$ cat config.mk
export PLATFORM = sky130hd
export DESIGN_NAME = qpsk_hard_demapper
export DESIGN_NICKNAME = d
export VERILOG_FILES = /design/src/rtl/qdm_pkg.sv /design/src/rtl/qdm_derotator.sv /design/src/rtl/qdm_slicer.sv /design/src/rtl/qdm_serializer.sv /design/src/rtl/qpsk_hard_demapper.sv
export SDC_FILE = /design/constraint.sdc
export NUM_CORES = 1
export LEC_CHECK = 0
export BUFFER_PORTS_ARGS = -buffer_cell sky130_fd_sc_hd__buf_2
export CAP_MARGIN = 20
export CORE_AREA = 2 2 137 139
export CTS_CLUSTER_SIZE = 40
export DETAILED_ROUTE_END_ITERATION = 6
export DIE_AREA = 0 0 139 141
export PLACE_DENSITY_LB_ADDON = 0.05
export SETUP_SLACK_MARGIN = 0.4
export SLEW_MARGIN = 10
export SYNTH_ARGS = -nofsm -noshare
export SYNTH_HDL_FRONTEND = slang
export SYNTH_SLANG_ARGS = --single-unit
export TNS_END_PERCENT = 50
$ cat constraint.sdc
create_clock -name clk -period 13.1 [get_ports clk]
set_clock_uncertainty 0.1 [all_clocks]
set_input_delay 3.93 -clock clk [delete_from_list [all_inputs] [get_ports clk]]
set_output_delay 3.93 -clock clk [all_outputs]
set_load 0.02 [all_outputs]
$ cat src/rtl/qdm_pkg.sv
// Package for the hard-decision QPSK demapper.
// Holds the elaboration-time maths: angle wrap, series cosine and sine,
// rounding, offset classification, the quadrant rule and the symbol ordering.
// Assumes 0 <= phase < phase_div.
package qdm_pkg;

    localparam real PI = 3.14159265358979323846;

    // Wrap an angle into [-pi, pi] so that the series converges fast.
    function automatic real wrap_angle(input real x);
        real y;
        y = x;
        while (y > PI)  y = y - 2.0 * PI;
        while (y < -PI) y = y + 2.0 * PI;
        return y;
    endfunction

    // Cosine by power series, used only for constants.
    function automatic real series_cos(input real x);
        real y, term, acc;
        y = wrap_angle(x);
        term = 1.0;
        acc = 1.0;
        for (int n = 1; n < 18; n++) begin
            term = -term * y * y / (real'(2 * n - 1) * real'(2 * n));
            acc = acc + term;
        end
        return acc;
    endfunction

    // Sine by power series, used only for constants.
    function automatic real series_sin(input real x);
        real y, term, acc;
        y = wrap_angle(x);
        term = y;
        acc = y;
        for (int n = 1; n < 18; n++) begin
            term = -term * y * y / (real'(2 * n) * real'(2 * n + 1));
            acc = acc + term;
        end
        return acc;
    endfunction

    // Round to the nearest integer, with halves going away from zero.
    function automatic int round_near(input real x);
        return (x >= 0.0) ? $rtoi(x + 0.5) : -$rtoi(-x + 0.5);
    endfunction

    // True when the phase is an odd multiple of pi/4.
    function automatic bit odd_eighth(input int ph, input int div);
        if (div % 8 != 0) return 1'b0;
        if (ph % (div / 8) != 0) return 1'b0;
        return ((ph / (div / 8)) % 2) == 1;
    endfunction

    // The quadrant that holds point zero when the phase needs no multiply.
    function automatic logic [1:0] offset_quadrant(input int ph, input int div);
        if (!odd_eighth(ph, div)) return 2'd0;
        return 2'(((ph / (div / 8)) - 1) / 2);
    endfunction

    // The rotation angle that brings point zero to pi/4.
    function automatic real derot_angle(input int ph, input int div);
        return 2.0 * PI * real'(ph) / real'(div) - PI / 4.0;
    endfunction

    // Quadrant from the sign bits; a zero component counts as non-negative.
    function automatic logic [1:0] quadrant(input logic neg_i, input logic neg_q);
        case ({neg_i, neg_q})
            2'b00:   return 2'd0;
            2'b10:   return 2'd1;
            2'b11:   return 2'd2;
            default: return 2'd3;
        endcase
    endfunction

    // Index to output pair, in binary or Gray ordering.
    function automatic logic [1:0] order_sym(input logic [1:0] idx, input bit gray);
        return gray ? {idx[1], idx[1] ^ idx[0]} : idx;
    endfunction

endpackage

$ cat src/rtl/qdm_derotator.sv
// Fixed-point derotator.
// Multiplies (I + jQ) by cos(a) - j sin(a), with the constants held in COEF_W
// bits and COEF_W-2 fraction bits. It rounds the result back to the input
// scale and saturates to IN_W bits, so the sign is never lost. The result is
// registered, which gives one cycle of latency.
// Assumes COEF_W >= 3.
module qdm_derotator #(
    parameter int IN_W   = 12,
    parameter int COEF_W = 12,
    parameter logic signed [COEF_W-1:0] C_COS = '0,
    parameter logic signed [COEF_W-1:0] C_SIN = '0
) (
    input  logic                   clk,
    input  logic                   rst_n,
    input  logic                   in_valid,
    input  logic signed [IN_W-1:0] in_i,
    input  logic signed [IN_W-1:0] in_q,
    output logic                   rot_valid,
    output logic signed [IN_W-1:0] rot_i,
    output logic signed [IN_W-1:0] rot_q
);
    localparam int FRAC = COEF_W - 2;
    localparam int SW   = IN_W + COEF_W + 1;
    localparam logic signed [SW-1:0] HALF = SW'(1) <<< (FRAC - 1);
    localparam logic signed [SW-1:0] MAXV = SW'((1 << (IN_W - 1)) - 1);
    localparam logic signed [SW-1:0] MINV = -(SW'(1) <<< (IN_W - 1));

    logic signed [SW-1:0] ext_i, ext_q, sum_i, sum_q, rnd_i, rnd_q;

    // Clamp a wide value into the input range.
    function automatic logic signed [IN_W-1:0] clamp(input logic signed [SW-1:0] v);
        if (v > MAXV) return MAXV[IN_W-1:0];
        if (v < MINV) return MINV[IN_W-1:0];
        return v[IN_W-1:0];
    endfunction

    // Complex multiply by the conjugate rotation, then round to the input scale.
    always_comb begin
        ext_i = SW'(in_i);
        ext_q = SW'(in_q);
        sum_i = ext_i * SW'(C_COS) + ext_q * SW'(C_SIN);
        sum_q = ext_q * SW'(C_COS) - ext_i * SW'(C_SIN);
        rnd_i = (sum_i + HALF) >>> FRAC;
        rnd_q = (sum_q + HALF) >>> FRAC;
    end

    // Register the saturated products and delay the strobe to match.
    always_ff @(posedge clk) begin
        if (!rst_n) begin
            rot_valid <= 1'b0;
            rot_i     <= '0;
            rot_q     <= '0;
        end else begin
            rot_valid <= in_valid;
            if (in_valid) begin
                rot_i <= clamp(rnd_i);
                rot_q <= clamp(rnd_q);
            end
        end
    end

    // saturation keeps the sign of the rounded products.
    assert_sat_sign_R9: assert property (@(posedge clk) disable iff (!rst_n)
        in_valid |=> (rot_i[IN_W-1] == $past(rnd_i[SW-1])) && (rot_q[IN_W-1] == $past(rnd_q[SW-1])));

endmodule

$ cat src/rtl/qdm_slicer.sv
// Quadrant slicer.
// Takes the sign bits of I and Q, subtracts the offset quadrant ROT and
// applies binary or Gray ordering. The symbol is registered with its strobe.
// Assumes the signs come from a sample that already sits in the quadrant centres.
module qdm_slicer #(
    parameter logic [1:0] ROT  = 2'd0,
    parameter bit         GRAY = 1'b0
) (
    input  logic       clk,
    input  logic       rst_n,
    input  logic       in_valid,
    input  logic       neg_i,
    input  logic       neg_q,
    output logic       sym_valid,
    output logic [1:0] sym
);
    logic [1:0] idx;

    // Index of the symbol after removing the offset quadrant.
    always_comb idx = qdm_pkg::quadrant(neg_i, neg_q) - ROT;

    // Register the ordered symbol and its strobe.
    always_ff @(posedge clk) begin
        if (!rst_n) begin
            sym_valid <= 1'b0;
            sym       <= 2'd0;
        end else begin
            sym_valid <= in_valid;
            if (in_valid) sym <= qdm_pkg::order_sym(idx, GRAY);
        end
    end

    // in Gray order, neighbouring quadrants differ in exactly one bit.
    assert_gray_step_R2: assert property (@(posedge clk) disable iff (!rst_n)
        (GRAY && in_valid && $past(in_valid) && (qdm_pkg::quadrant(neg_i, neg_q) - qdm_pkg::quadrant($past(neg_i), $past(neg_q)) == 2'd1))
        |=> $countones(sym ^ $past(sym)) == 1);

endmodule

$ cat src/rtl/qdm_serializer.sv
// Bit serializer.
// Sends each symbol as two bits, the first bit in the cycle the symbol
// arrives and the second in the next cycle. It stalls the input for the
// cycle after each accepted sample, so symbols never collide.
// Assumes symbols arrive at least two cycles apart, which the stall ensures.
module qdm_serializer (
    input  logic       clk,
    input  logic       rst_n,
    input  logic       accepted,
    input  logic       sym_valid,
    input  logic [1:0] sym,
    output logic       stall,
    output logic       out_valid,
    output logic       out_bit
);
    logic second;
    logic lsb_hold;

    // Track the stall cycle and the pending second bit.
    always_ff @(posedge clk) begin
        if (!rst_n) begin
            stall    <= 1'b0;
            second   <= 1'b0;
            lsb_hold <= 1'b0;
        end else begin
            stall  <= accepted;
            second <= sym_valid;
            if (sym_valid) lsb_hold <= sym[0];
        end
    end

    // Select the first bit or the held second bit.
    always_comb begin
        out_valid = sym_valid | second;
        out_bit   = second ? lsb_hold : sym[1];
    end

    // a first bit is always followed by its second bit in the next cycle.
    assert_pair_order_R4: assert property (@(posedge clk) disable iff (!rst_n)
        sym_valid |=> out_valid && (out_bit == $past(sym[0])));

    // a symbol never arrives while the second bit of the previous one is going out.
    assert_no_overlap_R5: assert property (@(posedge clk) disable iff (!rst_n)
        sym_valid |=> !sym_valid);

endmodule

$ cat src/rtl/qpsk_hard_demapper.sv
// Hard-decision QPSK symbol demapper, top level.
// Classifies the phase at elaboration. For an odd multiple of pi/4, the
// slicer reads the input signs directly, with 1 cycle of latency. Otherwise
// a derotator is placed first, giving 2 cycles of latency. The output is
// either the 2-bit symbol or a serial bit pair sent first bit first.
// Assumes 0 <= PHASE < PHASE_DIV, COEF_W >= 3 and IN_W >= 2.
module qpsk_hard_demapper #(
    parameter int IN_W      = 12,
    parameter int COEF_W    = IN_W,
    parameter int PHASE_DIV = 64,
    parameter int PHASE     = 3,
    parameter bit GRAY      = 1'b0,
    parameter bit BIT_OUT   = 1'b0
) (
    input  logic                         clk,
    input  logic                         rst_n,
    input  logic                         in_valid,
    output logic                         in_ready,
    input  logic signed [IN_W-1:0]       in_i,
    input  logic signed [IN_W-1:0]       in_q,
    output logic                         out_valid,
    output logic [(BIT_OUT ? 1 : 2)-1:0] out_sym
);
    localparam bit         DIRECT = qdm_pkg::odd_eighth(PHASE, PHASE_DIV);
    localparam logic [1:0] ROT    = qdm_pkg::offset_quadrant(PHASE, PHASE_DIV);
    localparam real        ANG    = qdm_pkg::derot_angle(PHASE, PHASE_DIV);
    localparam real        UNITY  = real'(1 << (COEF_W - 2));
    localparam logic signed [COEF_W-1:0] C_COS = COEF_W'(qdm_pkg::round_near(qdm_pkg::series_cos(ANG) * UNITY));
    localparam logic signed [COEF_W-1:0] C_SIN = COEF_W'(qdm_pkg::round_near(qdm_pkg::series_sin(ANG) * UNITY));

    logic       accepted;
    logic       dec_valid;
    logic       dec_neg_i, dec_neg_q;
    logic       sym_valid;
    logic [1:0] sym;

    // A sample is taken when it is offered and the block can take it.
    always_comb accepted = in_valid & in_ready;

    if (DIRECT) begin : g_direct
        // Signs feed the slicer directly; no multiply.
        always_comb begin
            dec_valid = accepted;
            dec_neg_i = in_i[IN_W-1];
            dec_neg_q = in_q[IN_W-1];
        end

        // one cycle from acceptance to the first result.
        assert_latency_R6: assert property (@(posedge clk) disable iff (!rst_n)
            accepted |=> out_valid);

        // an all-zero sample decides as quadrant 0.
        assert_zero_nonneg_R8: assert property (@(posedge clk) disable iff (!rst_n)
            (accepted && in_i == '0 && in_q == '0) |=> sym == qdm_pkg::order_sym(2'd0 - ROT, GRAY));
    end else begin : g_rotate
        logic                   rot_valid;
        logic signed [IN_W-1:0] rot_i, rot_q;

        qdm_derotator #(
            .IN_W(IN_W), .COEF_W(COEF_W), .C_COS(C_COS), .C_SIN(C_SIN)
        ) u_rot (
            .clk(clk), .rst_n(rst_n), .in_valid(accepted),
            .in_i(in_i), .in_q(in_q),
            .rot_valid(rot_valid), .rot_i(rot_i), .rot_q(rot_q)
        );

        // Signs of the rotated sample feed the slicer.
        always_comb begin
            dec_valid = rot_valid;
            dec_neg_i = rot_i[IN_W-1];
            dec_neg_q = rot_q[IN_W-1];
        end

        // two cycles from acceptance to the first result.
        assert_latency_R7: assert property (@(posedge clk) disable iff (!rst_n)
            accepted |=> ##1 out_valid);
    end

    qdm_slicer #(.ROT(ROT), .GRAY(GRAY)) u_slice (
        .clk(clk), .rst_n(rst_n), .in_valid(dec_valid),
        .neg_i(dec_neg_i), .neg_q(dec_neg_q),
        .sym_valid(sym_valid), .sym(sym)
    );

    if (BIT_OUT) begin : g_bits
        logic stall;
        logic ser_valid, ser_bit;

        qdm_serializer u_ser (
            .clk(clk), .rst_n(rst_n), .accepted(accepted),
            .sym_valid(sym_valid), .sym(sym),
            .stall(stall), .out_valid(ser_valid), .out_bit(ser_bit)
        );

        // Drive the serial output and the stall-based ready.
        always_comb begin
            in_ready  = ~stall;
            out_valid = ser_valid;
            out_sym   = ser_bit;
        end

        // ready drops in the cycle after each accepted sample.
        assert_ready_gap_R5: assert property (@(posedge clk) disable iff (!rst_n)
            accepted |=> !in_ready);
    end else begin : g_word
        // Drive the integer output; the block is always ready.
        always_comb begin
            in_ready  = 1'b1;
            out_valid = sym_valid;
            out_sym   = sym;
        end
    end

endmodule

==> results.yml, run 1 <==
yosys:
  synth_mux_area_share_pct: 1.122
  yosysUniqueCellTypes: 60
  synth_top_area_share_pct: 34.51
  synth.most_common_cell: "inv_1"
  synth_xor_area_share_pct: 8.380
  synthFlopType: "dfxtp_1"
  ys_async_sr_fraction_pct: 0
  synth-compound-area-share_pct: 13.30
  synthCells: 1339
  synth_top_cell_by_area: "ha_1"
  ys_warn_count: 0
  synth_top_cells_by_count: "inv_1 (323), ha_1 (320), fa_1 (134), a21oi_1 (76), xnor2_1 (67)"
  synth_edf_count: 0
  syn-num-nets: 1820
  synthAdderAreaFrac_pct: 57.64
  ys_seq_elements: 6
  avgSynthCellArea_um2: 8.664
  syn-cell-area_um2: 11600
  yosysSeqAreaShare_pct: 1.035
  yosys-top-cells-area: "ha_1 (35%), fa_1 (23%), inv_1 (10%), xnor2_1 (5.1%), xor2_1 (3.3%)"
  synth_top_family_by_area: "adder cells"
  synth_simple_gate_area_share_pct: 7.819
timing:
  fin_crit_sh_pct: 77.50
  fmax_mhz: 98.49
  setup-violations-final: 0
  tightest_slew_ns: 0.8108
  final.setup.tns_ns: 0
  final_hold_viol_count: 0
  fin_ws_ns: 2.947
  min_period_ns: 10.15
  slew_headroom_pct: 45.95
  rsz0062_at_grt: "false"
  drv_slew: 0
floorplanning:
  die_area_um2: 19600
  die_w_um: 139
  ios: 31
  initial_core_util_pct: 63.51
  rows: 50
  fp.coreArea_um2: 18270
  die_y_um: 141
clock_tree:
  cts_repair_resize_count: 0
  cts_sinks: 6
  cts_made_buffers: 3
  clk_pin_slew_ns: 0.04
  hold_buffers: 0
  htree_levels: 1
  cts_root_buffer: "clkbuf_16"
  post_cts_buffers: 0
  clock_latency_ns: 0.24
  clockBufferDepth: 2
  cts_tree: "built"
layout:
  nets: 1849
  area_growth_pct: 4.261
  fillers: 1629
  antennaDiodeCount: 0
  drive_gt1_share_pct: 3.660
place:
  pre_cts_ws_ns: 2.766
  gp_congestion: 0.9174
  port_buffers: 29
  dp.final_hpwl_mm: 22.71
critical_path:
  worstPathRequired_ns: 13.11
  end_kind: "flop"
  r2r_cells: 5
  critPathLaunchType: "input pin"
  reg2reg_slack_ns: 12.04
  rr_startpoint: "g_rotate.u_rot.rot_i[11]$_SDFFE_PN0P_"
  cp_max_fo: 33
  cp_data_arrival_time_ns: 10.16
  r2r-end: "g_rotate.u_rot.rot_i[11]$_SDFFE_PN0P_"
  critPathKind: "input pin to flop"
drt:
  wl_mm: 25.49
  routed-via-count: 8787
  wire_per_inst_um: 15.93
  first_pass_iters: 4
  drt_iter0_markers: 389
  viasPerCell: 5.492
  drcViolationCount: 0
  drtAntennaViolNets: 0
hold_path:
  whs_endpoint: "u_slice.sym[0]$_SDFFE_PN0P_"
  hp-start: "u_slice.sym[0]$_SDFFE_PN0P_"
  whs_path_depth: 1
  hold_path_class: "flop to flop"
global_route:
  grt_usage_pct: 27.03
  grt_max_degree: 34
  grt_first_pass_wirelength_mm: 43.30
  overflow: 0
  antenna_found_initial: 0
  grt_pass1_vias: 9059
job:
  drv_cap: 0
status:
  status: "finished, final reports clean"
==> worst max-delay path: stages <==
cell,delay (ns)
buf_2,0.62
ha_1,0.42
inv_1,0.08
ha_1,0.27
inv_1,0.12
fa_1,0.45
fa_1,0.45
fa_1,0.51
inv_1,0.04
ha_1,0.35
a21oi_1,0.15
nor2b_1,0.05
o21ai_0,0.21
o2111ai_1,0.20
a31o_2,0.27
a21o_1,0.21
xnor2_1,0.22
ha_1,0.27
ha_1,0.29
nor3b_1,0.15
and2_1,0.17
a221oi_1,0.39
mux2i_1,0.23
a31oi_1,0.09
==> metal layers <==
layer,vias up,GRT usage [%],wire [µm]
met4,0,5.263,416
li1,4455,-,-
met1,4175,35.57,11810
met2,128,49.81,12700
met5,-,0,0
met3,29,1.325,566
==> placed cells by master, fill, tap and decap left out, types with 13 or more instances in the layout <==
| master | instances |
|---|---|
| mux2i_1 | 13 |
| a21oi_1 | 76 |
| o21a_1 | 14 |
| ha_1 | 320 |
| a21o_1 | 32 |
| xnor2_1 | 67 |
| nor2_1 | 61 |
| a211oi_1 | 13 |
| o21ai_0 | 47 |
| buf_2 | 29 |
| fa_1 | 134 |
| nand3_1 | 15 |
| nand2_1 | 44 |
| xor2_1 | 44 |
| inv_1 | 323 |
| nor3_1 | 14 |
==> stage by stage <==
stage / hold WS [ns] / utilization, % / area (µm²) / instances
3_5_place_dp: 0.3742 / 65.80 / 12020 / 1597
4_1_cts: 0.3826 / 66.21 / 12100 / 1600
3_3_place_gp: 0.3608 / 65.80 / 12020 / 1597
2_1_floorplan: 0.3509 / - / 11600 / 1339
5_1_grt: 0.4187 / 66.21 / 12100 / 1600
6_report: 0.3824 / 66.21 / 12100 / 1600
==> sequential cells by signal (all words and copies together) (netlist names) <==
register	flops
g_rotate.u_rot.rot_i	1
g_rotate.u_rot.rot_q	1
g_rotate.u_rot.rot_valid	1
u_slice.sym	2
u_slice.sym_valid	1
==> cells by family (layout without fill, tap and decap cells) <==
logic type,after synthesis,after routing
adders and majority gates,454,454
DFF,6,6
other,1,1
muxes,13,13
buffers and inverters,329,356
AOI/OAI and AO/OA,236,236
and+or+nand+nor,189,189
xor gates and xnor gates,111,111
==> area by class of cell <==
cell class	instances	area, µm²	share of cell area, %
Sequential cell	6	120.1	0.9931
Tap cell	234	292.8	2.421
Timing Repair Buffer	30	152.6	1.262
Multi-Input combinational cell	1004	10240	84.68
Inverter	323	1212	10.02
Clock buffer	3	75.07	0.6207
==> how the worst max path moves through the flow <==
stage | cells past startpoint | from | end
after global placement | 24 | in_i[11] | g_rotate.u_rot.rot_q[11]$_SDFFE_PN0P_
after floorplan | 25 | in_i[1] | g_rotate.u_rot.rot_i[11]$_SDFFE_PN0P_
after detailed placement | 24 | in_i[11] | g_rotate.u_rot.rot_q[11]$_SDFFE_PN0P_
after global routing | 24 | in_i[11] | g_rotate.u_rot.rot_q[11]$_SDFFE_PN0P_
final | 24 | in_i[11] | g_rotate.u_rot.rot_q[11]$_SDFFE_PN0P_
after CTS | 24 | in_i[11] | g_rotate.u_rot.rot_q[11]$_SDFFE_PN0P_
Power of run 1 is left out: the tool's default activity adds up to more than one toggle a clock period on the data nets, which glitch-free logic cannot reach.
==> run 2, diff against run 1 <==
- clock period: 13.1 -> 9.6 ns (I/O delays scaled with it)
==> results.yml, run 2 (synthesis results as in run 1) <==
floorplanning:
  fp.coreArea_um2: 18270
  rows: 50
  die_w_um: 139
  initial_core_util_pct: 63.51
  ios: 31
  die_y_um: 141
  die_area_um2: 19600
clock_tree:
  cts_made_buffers: 3
  clk_pin_slew_ns: 0.04
  htree_levels: 1
  clock_latency_ns: 0.23
  cts_root_buffer: "clkbuf_16"
  clockBufferDepth: 2
  cts_tree: "built"
  post_cts_buffers: 0
  cts_sinks: 6
global_route:
  antenna_found_initial: 0
  overflow: 0
  grt_first_pass_wirelength_mm: 43.70
  grt_usage_pct: 27.12
  grt_max_degree: 33
  grt_pass1_vias: 9068
critical_path:
  critPathKind: "input pin to flop"
  rr_startpoint: "g_rotate.u_rot.rot_i[11]$_SDFFE_PN0P_"
  crit_path_start: "in_i[10]"
  critPathLaunchType: "input pin"
  r2r_cells: 5
  worstPathRequired_ns: 9.61
  end_kind: "flop"
  cp_max_fo: 12
  r2r-end: "g_rotate.u_rot.rot_i[11]$_SDFFE_PN0P_"
  cp_data_arrival_time_ns: 8.84
  reg2reg_slack_ns: 8.52
drt:
  drt_iter0_markers: 452
  drcViolationCount: 0
  viasPerCell: 5.523
  wl_mm: 25.35
  routed-via-count: 8870
  drtAntennaViolNets: 0
  first_pass_iters: 4
  wire_per_inst_um: 15.78
timing:
  rsz0062_at_grt: "true"
  fin_crit_sh_pct: 91.99
  slew_headroom_pct: 54.44
  min_period_ns: 8.831
  drv_slew: 0
  final_hold_viol_count: 0
  tightest_slew_ns: 0.6827
  setup-violations-final: 0
  fmax_mhz: 113.2
  final.setup.tns_ns: 0
status:
  status: "finished, final reports clean"
layout:
  antennaDiodeCount: 0
  layout_commonest_cell: "inv_1"
  drive_gt1_share_pct: 4.738
  largest_reg_flops: 2
  final_cell_mix: "inv_1 (323), ha_1 (318), fa_1 (134)"
  nets: 1855
  area_growth_pct: 5.058
  largest_register: "u_slice.sym"
hold_path:
  hold_path_class: "flop to flop"
  whs_endpoint: "u_slice.sym[1]$_SDFFE_PN0P_"
  whs_path_depth: 1
  hp-start: "g_rotate.u_rot.rot_valid$_SDFF_PN0_"
place:
  dp.final_hpwl_mm: 22.76
  port_buffers: 29
  gp_congestion: 0.8674
job:
  drv_cap: 0
==> run 2: cell count changes in the layout (fill, tap and decap cells not counted), moves of 2 or more <==
cell	before	now
clkbuf_4	0	3
buf_4	1	7
ha_1	320	318
ha_2	0	2
a21oi_1	76	73
a21oi_2	1	4
buf_2	29	26
==> run 2: per-layer routing <==
metal	up-vias	GRT usage (%)	wire length, µm
met3	21	0.6793	629
met4	0	3.775	270
li1	4462	-	-
met5	-	0	0
met1	4255	37.05	11780
met2	132	49.55	12670
==> run 2: area by class of cell <==
type | instances | area, µm²
well taps | 234 | 292.8
repair buffers | 36 | 205.2
clock buffers | 3 | 75.07
fillers | 1586 | 6080
flip-flops and latches | 6 | 120.1
inverters | 323 | 1212
multi-input cells | 1004 | 10280
==> run 2: worst max-delay path by stage <==
stage | slack [ns] | end | depth (start not counted)
2_1_floorplan | 1.06 | g_rotate.u_rot.rot_i[11]$_SDFFE_PN0P_ | 25
3_3_place_gp | 0.47 | g_rotate.u_rot.rot_q[11]$_SDFFE_PN0P_ | 25
3_5_place_dp | 0.40 | g_rotate.u_rot.rot_q[11]$_SDFFE_PN0P_ | 25
4_1_cts | 0.62 | g_rotate.u_rot.rot_q[11]$_SDFFE_PN0P_ | 25
5_1_grt | 0.39 | g_rotate.u_rot.rot_q[11]$_SDFFE_PN0P_ | 25
6_report | 0.77 | g_rotate.u_rot.rot_q[11]$_SDFFE_PN0P_ | 25
==> run 2: timing repair <==
item                                    4_1_cts  5_1_grt
resized for setup                             0       12
endpoints found under the hold margin         0        0
endpoints found under the setup margin        0        2
hold buffers                                  0        0
==> run 2: metrics by stage <==
stage               hold WS, ns  setup WS (ns)  area, µm²  util, %  std cells
finish                   0.3816         0.7691      12190    66.72       1606
global route             0.4310         0.3935      12190    66.72       1606
CTS                      0.3835         0.6211      12140    66.46       1606
detailed placement       0.3851         0.3998      12070    66.05       1603
global placement         0.3761         0.4714      12070    66.05       1603
floorplan                0.3509          1.060      11600        -       1339
==> run 2: critical path: stages <==
cell,delay [ns]
clkbuf_4,0.21
inv_1,0.14
ha_2,0.41
inv_1,0.06
ha_1,0.35
inv_1,0.12
fa_1,0.45
fa_1,0.46
fa_1,0.51
inv_1,0.04
ha_1,0.36
a21oi_1,0.15
nor2b_1,0.05
o21ai_0,0.21
o2111ai_1,0.20
a31o_2,0.27
a21o_1,0.21
xnor2_1,0.23
ha_1,0.28
ha_1,0.28
nor3b_1,0.16
and2_1,0.18
a221oi_2,0.28
mux2i_1,0.24
a31oi_1,0.09
Power of run 2 is left out for the same reason.
==> run 3, diff against run 2 <==
- CELL_PAD_IN_SITES_DETAIL_PLACEMENT: not set -> 2
- CELL_PAD_IN_SITES_GLOBAL_PLACEMENT: not set -> 2
- CORE_AREA: 2 2 137 139 -> 2 2 170 172
- DIE_AREA: 0 0 139 141 -> 0 0 172 174
- MAX_ROUTING_LAYER: not set -> met4
==> results.yml, run 3 (synthesis results as in run 1) <==
status:
  status: "finished, final reports clean"
critical_path:
  cp_data_arrival_time_ns: 8.99
  rr_startpoint: "g_rotate.u_rot.rot_i[11]$_SDFFE_PN0P_"
  reg2reg_slack_ns: 8.44
  cp_max_fo: 9
  end_kind: "flop"
  crit_path_start: "in_i[0]"
  critPathLaunchType: "input pin"
  worstPathRequired_ns: 9.61
  critPathKind: "input pin to flop"
clock_tree:
  cts_root_buffer: "clkbuf_16"
  cts_made_buffers: 3
  clockBufferDepth: 2
  clock_latency_ns: 0.24
  cts_tree: "built"
  clk_pin_slew_ns: 0.04
  htree_levels: 1
  cts_sinks: 6
drt:
  drcViolationCount: 0
  drtAntennaViolNets: 0
  routed-via-count: 9217
  first_pass_iters: 4
  viasPerCell: 5.207
  wire_per_inst_um: 19.50
  wl_mm: 34.51
  drt_iter0_markers: 224
layout:
  final_cell_mix: "inv_1 (323), ha_1 (313), fa_1 (134)"
  largest_register: "u_slice.sym"
  register_area_um2: 120.1
  antennaDiodeCount: 0
  layout_commonest_cell: "inv_1"
  largest_reg_flops: 2
  area_growth_pct: 8.261
  nets: 1869
  drive_gt1_share_pct: 6.421
  fillers: 3236
  stdcell_count: 1770
  multi_input_area_um2: 10360
place:
  dp.final_hpwl_mm: 31.14
  dp.cells: 1763
  port_buffers: 29
  gp_congestion: 0.8453
timing:
  fin_crit_sh_pct: 93.61
  setup-violations-final: 0
  final.setup.tns_ns: 0
  min_period_ns: 8.986
  fmax_mhz: 111.3
  drv_slew: 0
  final_hold_viol_count: 0
  rsz0062_at_grt: "true"
hold_path:
  hold_path_class: "flop to flop"
  hp-start: "g_rotate.u_rot.rot_valid$_SDFF_PN0_"
global_route:
  grt_pass1_vias: 10712
  grt_first_pass_wirelength_mm: 55.88
  grt_max_degree: 32
  grt_usage_pct: 24.58
  antenna_found_initial: 0
  overflow: 0
floorplanning:
  die_w_um: 172
  die_area_um2: 29930
  rows: 62
  die_y_um: 174
  ios: 31
  initial_core_util_pct: 41.08
  fp.coreArea_um2: 28240
job:
  drv_cap: 0
[run 3: path summary, 6_finish.rpt]
path,to,depth (start not counted)
hold / removal,u_slice.sym[1]$_SDFFE_PN0P_,1
hold reg to reg,u_slice.sym[1]$_SDFFE_PN0P_,1
setup / recovery,g_rotate.u_rot.rot_i[11]$_SDFFE_PN0P_,25
setup reg to reg,g_rotate.u_rot.rot_i[11]$_SDFFE_PN0P_,5
[run 3: cell type report]
cell class              instances  area share [%]
multi-input cells            1004           82.52
inverters                     323           9.653
well taps                     384           3.825
flip-flops and latches          6          0.9564
repair buffers                 50           2.451
clock buffers                   3          0.5977
[run 3: routing by layer]
metal	routed length, µm	vias up	track usage [%]
li1	-	4476	-
met1	15460	4636	30.34
met2	18130	72	45.31
met3	324	33	0.7514
met4	596	0	3.641
met5	0	-	-
[run 3: stage by stage]
step	util (%)	cell area (µm²)	worst slack, ns	hold slack, ns
after global routing	44.48	12560	0.3486	0.4280
after CTS	43.93	12410	0.4170	0.4008
after floorplan	-	11600	1.060	0.3509
after detailed placement	43.66	12330	0.1404	0.3910
final	44.48	12560	0.6139	0.3903
after global placement	43.66	12330	0.2657	0.3755
[run 3: timing repair]
item / in CTS / in global routing
setup buffers: 0 / 4
endpoints found under the setup margin: 1 / 2
hold buffers: 0 / 0
pin swaps: 0 / 8
resized for setup: 1 / 25
[run 3: critical path, cell delays in order]
cell and delay [ns]:
buf_2 0.21, inv_1 0.16, ha_1 0.34, ha_1 0.35
xor2_1 0.21, ha_1 0.28, inv_1 0.08, fa_1 0.44
fa_1 0.54, inv_1 0.05, ha_1 0.40, a211oi_1 0.28
o21ai_1 0.12, a21oi_2 0.18, o31ai_4 0.13, a2111oi_4 0.37
nor3_1 0.12, or3_1 0.46, ha_4 0.32, xor2_1 0.16
nand3b_1 0.11, or3_1 0.39, o21ai_0 0.16, o21bai_1 0.15
a21oi_1 0.07
Power of run 3 is left out for the same reason.
